### src/rtl/canmc_pkg.sv
package canmc_pkg;

    typedef enum logic [1:0] {
        MODE_OFF    = 2'b00,
        MODE_STBY   = 2'b01,
        MODE_LISTEN = 2'b10,
        MODE_ACTIVE = 2'b11
    } mode_e;

    typedef enum logic [1:0] {
        RXSRC_IDLE = 2'd0,
        RXSRC_WAKE = 2'd1,
        RXSRC_BUS  = 2'd2
    } rxsrc_e;

    typedef struct packed {
        mode_e mode;
    } fsm_st_t;

    typedef struct packed {
        logic   tx_en;
        logic   rx_en;
        rxsrc_e rx_src;
        logic   drv_dom;
    } out_t;

endpackage

### src/rtl/canmc_sync.sv
module canmc_sync #(
    parameter int             W       = 3,
    parameter int             STAGES  = 2,
    parameter logic [W-1:0]   RST_VAL = '1
) (
    input  logic         clk,
    input  logic         rst_n,
    input  logic [W-1:0] din,
    output logic [W-1:0] dout
);

    logic [STAGES-1:0][W-1:0] stg_d, stg_q;

    always_comb begin
        stg_d[0] = din;
        for (int i = 1; i < STAGES; i++) begin
            stg_d[i] = stg_q[i-1];
        end
    end

    always_ff @(posedge clk or negedge rst_n) begin
        if (!rst_n) begin
            stg_q <= {STAGES{RST_VAL}};
        end else begin
            stg_q <= stg_d;
        end
    end

    assign dout = stg_q[STAGES-1];

endmodule

### src/rtl/canmc_fsm.sv
module canmc_fsm
    import canmc_pkg::*;
(
    input  logic  clk,
    input  logic  rst_n,
    input  logic  stby_s,
    input  logic  nsil_s,
    input  logic  txd_s,
    input  logic  uv,
    input  logic  err,
    output mode_e mode_o
);

    fsm_st_t st_d, st_q;
    logic    go_active;

    always_comb begin
        st_d      = st_q;
        go_active = nsil_s & txd_s & ~err;
        if (uv) begin
            st_d.mode = MODE_OFF;
        end else if (st_q.mode == MODE_OFF) begin
            st_d.mode = MODE_STBY;
        end else if (stby_s) begin
            st_d.mode = MODE_STBY;
        end else begin
            unique case (st_q.mode)
                MODE_ACTIVE: st_d.mode = (!nsil_s || err) ? MODE_LISTEN : MODE_ACTIVE;
                default:     st_d.mode = go_active ? MODE_ACTIVE : MODE_LISTEN;
            endcase
        end
    end

    always_ff @(posedge clk or negedge rst_n) begin
        if (!rst_n) begin
            st_q <= '{mode: MODE_OFF};
        end else begin
            st_q <= st_d;
        end
    end

    assign mode_o = st_q.mode;

    AST_UV_FORCES_OFF: assert property (@(posedge clk) disable iff (!rst_n)
        uv |=> (st_q.mode == MODE_OFF));

    AST_OFF_EXITS_TO_STBY: assert property (@(posedge clk) disable iff (!rst_n)
        (st_q.mode == MODE_OFF && !uv) |=> (st_q.mode == MODE_STBY));

    AST_STBY_PIN_WINS: assert property (@(posedge clk) disable iff (!rst_n)
        (stby_s && !uv && st_q.mode != MODE_OFF) |=> (st_q.mode == MODE_STBY));

    AST_ACTIVE_ENTRY_GATED: assert property (@(posedge clk) disable iff (!rst_n)
        (st_q.mode != MODE_ACTIVE) ##1 (st_q.mode == MODE_ACTIVE)
        |-> ($past(txd_s) && $past(nsil_s) && !$past(err)));

    AST_ACTIVE_LEAVES_ON_FAULT: assert property (@(posedge clk) disable iff (!rst_n)
        (st_q.mode == MODE_ACTIVE && !uv && !stby_s && (!nsil_s || err))
        |=> (st_q.mode == MODE_LISTEN));

endmodule

### src/rtl/canmc_decode.sv
module canmc_decode
    import canmc_pkg::*;
(
    input  mode_e mode,
    input  logic  txd_s,
    output out_t  out_o
);

    always_comb begin
        out_o = '{tx_en: 1'b0, rx_en: 1'b0, rx_src: RXSRC_IDLE, drv_dom: 1'b0};
        unique case (mode)
            MODE_OFF:    out_o.rx_src = RXSRC_IDLE;
            MODE_STBY:   out_o.rx_src = RXSRC_WAKE;
            MODE_LISTEN: begin
                out_o.rx_en  = 1'b1;
                out_o.rx_src = RXSRC_BUS;
            end
            MODE_ACTIVE: begin
                out_o.tx_en   = 1'b1;
                out_o.rx_en   = 1'b1;
                out_o.rx_src  = RXSRC_BUS;
                out_o.drv_dom = ~txd_s;
            end
        endcase
    end

endmodule

### src/rtl/canmc_top.sv
module canmc_top
    import canmc_pkg::*;
#(
    parameter int SYNC_STAGES = 2,
    parameter bit HAS_NSIL    = 1'b1
) (
    input  logic       clk,
    input  logic       rst_n,
    input  logic       stby_in,
    input  logic       nsil_in,
    input  logic       txd_in,
    input  logic       uv_vcc,
    input  logic       uv_vio,
    input  logic       fail_err,
    output logic [1:0] mode_o,
    output logic       tx_en_o,
    output logic       rx_cmp_en_o,
    output logic [1:0] rxd_sel_o,
    output logic       drv_dom_o
);

    localparam int NPINS = 3;

    logic [NPINS-1:0] pins_raw, pins_s;
    logic             nsil_eff;
    mode_e            mode;
    out_t             outs;

    assign pins_raw = {stby_in, nsil_in, txd_in};

    canmc_sync #(
        .W       (NPINS),
        .STAGES  (SYNC_STAGES),
        .RST_VAL ({NPINS{1'b1}})
    ) u_sync (
        .clk   (clk),
        .rst_n (rst_n),
        .din   (pins_raw),
        .dout  (pins_s)
    );

    always_comb begin
        nsil_eff = HAS_NSIL ? pins_s[1] : 1'b1;
    end

    canmc_fsm u_fsm (
        .clk    (clk),
        .rst_n  (rst_n),
        .stby_s (pins_s[2]),
        .nsil_s (nsil_eff),
        .txd_s  (pins_s[0]),
        .uv     (uv_vcc | uv_vio),
        .err    (fail_err),
        .mode_o (mode)
    );

    canmc_decode u_dec (
        .mode  (mode),
        .txd_s (pins_s[0]),
        .out_o (outs)
    );

    assign mode_o      = mode;
    assign tx_en_o     = outs.tx_en;
    assign rx_cmp_en_o = outs.rx_en;
    assign rxd_sel_o   = outs.rx_src;
    assign drv_dom_o   = outs.drv_dom;

    AST_TX_ONLY_ACTIVE: assert property (@(posedge clk) disable iff (!rst_n)
        tx_en_o |-> (mode_o == 2'b11));

    AST_DOM_NEEDS_TX: assert property (@(posedge clk) disable iff (!rst_n)
        drv_dom_o |-> (tx_en_o && rx_cmp_en_o));

    AST_OFF_RECESSIVE: assert property (@(posedge clk) disable iff (!rst_n)
        (mode_o == 2'b00) |-> (rxd_sel_o == 2'd0 && !drv_dom_o));

endmodule

### config.mk
export PLATFORM = sky130hd
export DESIGN_NAME = canmc_top
export DESIGN_NICKNAME = d
export VERILOG_FILES = /design/src/rtl/canmc_pkg.sv /design/src/rtl/canmc_sync.sv /design/src/rtl/canmc_fsm.sv /design/src/rtl/canmc_decode.sv /design/src/rtl/canmc_top.sv
export SDC_FILE = /design/constraint.sdc
export NUM_CORES = 1
export LEC_CHECK = 0
export BUFFER_PORTS_ARGS = -buffer_cell sky130_fd_sc_hd__buf_2
export CELL_PAD_IN_SITES_DETAIL_PLACEMENT = 1
export CELL_PAD_IN_SITES_GLOBAL_PLACEMENT = 1
export CORE_AREA = 2 2 39 41
export CTS_CLUSTER_DIAMETER = 150
export CTS_CLUSTER_SIZE = 8
export DETAILED_ROUTE_END_ITERATION = 8
export DIE_AREA = 0 0 41 43
export MAX_ROUTING_LAYER = met4
export PLACE_DENSITY_LB_ADDON = 0.3
export RECOVER_POWER = 25
export SYNTH_ARGS = -nofsm -noshare
export SYNTH_HDL_FRONTEND = slang
export SYNTH_SLANG_ARGS = --single-unit
### constraint.sdc
create_clock -name clk -period 1.45 [get_ports clk]
set_input_delay 0.145 -clock clk [delete_from_list [all_inputs] [get_ports clk]]
set_output_delay 0.145 -clock clk [all_outputs]
set_load 0.01 [all_outputs]
==> results.py <==
metrics = {
    "drt": {
        "first_pass_iters": 3,
        "drt-initial-drc-count": 1,
        "drc": 0,
        "routedWlPerCell_um": 9.37,
        "viasPerCell": 3.85,
        "ant_nets": 0,
        "totalWireLength_um": 506,
        "num_vias": 208,
    },
    "place": {
        "dpl_cell_area_um2": 358,
        "gp_congestion": 0.645,
        "portBuffers": 14,
        "pre_cts_ws_ps": 285,
        "dp.cells": 46,
    },
    "setup_path": {
        "crit_path_cell_trace": "and2_1 > nor2b_1 > buf_2",
        "end_kind": "output pin",
        "rr_startpoint": "u_sync.dout[1]",
        "ff2ff_path_depth": 2,
        "crit_fanout": 7,
        "crit_slowest_cell": "dfrtp_1",
        "crit_type": "reg2out",
        "timing.rr.end": "u_fsm.mode_o[0]",
        "worstPathRequired_ps": 1310,
        "startpoint_type": "flop",
        "crit_family": "flip-flops",
        "crit_arrival_ps": 1100,
        "critPathBufInv": 1,
        "cpPeakStageDelay_ps": 430,
        "r2r_setup_slack_ps": 310,
    },
    "global_routing": {
        "grt_pass1_wl_um": 862,
        "overflow": 0,
        "first_global_vias": 222,
        "grt_usage_pct": 7.48,
        "grt_start_max_net_pins": 9,
        "antenna_found_initial": 0,
    },
    "hold_path": {
        "hold_path.startpoint": "uv_vio",
        "hold_path_end": "u_fsm.mode_o[1]",
        "hold_depth": 2,
        "hold_path.class": "in2reg",
    },
    "die": {
        "core-area_um2": 1380,
        "dieArea_um2": 1760,
        "dieWidth_um": 41,
        "io_pins": 15,
        "die_h_um": 43,
        "start_util_pct": 20.2,
        "rows": 14,
    },
    "synth": {
        "ys_warn_count": 0,
        "synth_cell_types": 11,
        "avgSynthCellArea_um2": 15.5,
        "syn-num-nets": 26,
        "synth_top_cell_area_share_pct": 56.5,
        "syn_inst": 18,
        "netlist_area_um2": 279,
        "ys_ff_latch": 8,
        "synth_area_leaders": "dfstp_2 57%, dfrtp_1 18%, nor2b_1 4.5%",
        "synth_seq_area_share_pct": 74.4,
        "synth_area_leader_cell": "dfstp_2",
    },
    "cells_and_area": {
        "fin_util_pct": 30.6,
        "multi_input_area_um2": 60.1,
        "fin_nets": 47,
        "final_cell_area_um2": 423,
        "drive_gt1_share_pct": 60.5,
        "fin_cells": 54,
        "n_antenna_cell": 0,
        "area.sequential_um2": 208,
        "area_growth_pct": 51.6,
        "fillerInstances": 159,
    },
    "power_and_ir_drop": {
        "power_uw": 460,
        "power.density_nw_per_um2": 1090,
        "p_leak_nw": 0.201,
        "ir_drop_uv": 395,
    },
    "sta": {
        "setup_viol": 0,
        "fin_ws_ps": 208,
        "rsz0062_at_grt": "no",
        "maxSlewViolCount": 0,
        "tns_ps": 0,
        "skew_ps": 6.70,
        "max_slew_margin_pct": 71.4,
        "timing.hold.ws_ps": 78.5,
        "fmax_mhz": 805,
        "period_minus_slack_ps": 1240,
        "worst_slew_pin_slew_ps": 429,
        "hold_viol_final": 0,
        "min_period_over_period_pct": 85.7,
    },
    "clock_network": {
        "cts_tree": "done",
        "insertion_delay_ps": 250,
        "cts_max_level": 1,
        "cts.clk_slew.worst_paths_ps": 60,
        "cts_buffers": 3,
        "clock_path_buffers": 2,
        "ctsResizeCount": 0,
        "cts_sinks": 8,
        "root_buffer": "clkbuf_4",
    },
    "run_status": {
        "status": "finished clean",
    },
    "run": {
        "drv_cap": 0,
    },
}
-- Yosys cell counts --
cell type,count
dfstp_2,6
o21ba_2,1
nor2b_1,2
clkbuf_1,1
or4b_1,1
and2_1,1
buf_4,1
nor3b_1,1
o32ai_1,1
a21oi_1,1
dfrtp_1,2
-- power by group --
part	switching, mW	leakage (nW)	internal [mW]
Clock	0.0704	0.0150	0.105
Sequential	0.00522	0.0899	0.241
Combinational	0.0163	0.0962	0.0225
-- layout make-up --
| cell class | count | area share [%] |
|---|---|---|
| clock buffers | 4 | 6.21 |
| multi-input cells | 8 | 14.2 |
| well taps | 16 | 4.73 |
| flip-flops and latches | 8 | 49.1 |
| repair buffers | 18 | 25.7 |
-- routing by layer --
| layer | track usage (%) | up-vias | wire length, um |
|---|---|---|---|
| li1 | - | 100 | - |
| met1 | 7.97 | 95 | 199 |
| met3 | 3.14 | 0 | 67 |
| met2 | 11.3 | 13 | 238 |
| met5 | - | - | 0 |
| met4 | 4.00 | 0 | 0 |
-- placed cells by master, fill, tap and decap left out, drive strengths merged --
cell type,count
buf,13
dfstp,6
clkbuf,5
dlygate4sd3,4
nor2b,2
dfrtp,2
and2,1
o21ba,1
a21oi,1
or4b,1
o32ai,1
nor3b,1
-- timing repair --
item	4_1_cts	5_1_grt
buffers inserted	0	0
hold endpoints to repair	11	0
hold buffers	4	0
-- worst reg2reg max path: cells and delay by family (launching register included) --
| family | cells | cell delay, ps |
|---|---|---|
| and+or+nand+nor | 1 | 420 |
| AOI/OAI and AO/OA | 1 | 130 |
| DFF | 1 | 500 |
-- state kept, by name, summed over array words and instances, names as in the netlist --
signal / flops
u_fsm.mode_o: 2
u_sync.dout: 3
u_sync.stg_d: 3
-- kinds of logic after synthesis --
kind of cell,synth area share (%)
AO/OA/AOI/OAI,8.52
AND/OR/NAND/NOR,13.0
buffers and inverters,4.04
flip-flops,74.4
-- worst max path at each step --
stage,to,slack [ps],from,cells after the start
2_1_floorplan,u_fsm.mode_o[0],350,u_sync.dout[1],2
3_3_place_gp,u_fsm.mode_o[0],340,u_sync.dout[1],2
3_5_place_dp,u_fsm.mode_o[0],290,u_sync.dout[1],2
4_1_cts,drv_dom_o,180,u_fsm.mode_o[1],3
5_1_grt,drv_dom_o,120,u_fsm.mode_o[1],3
6_report,drv_dom_o,210,u_fsm.mode_o[1],3
No activity file was read; power rests on OpenSTA's default activity.
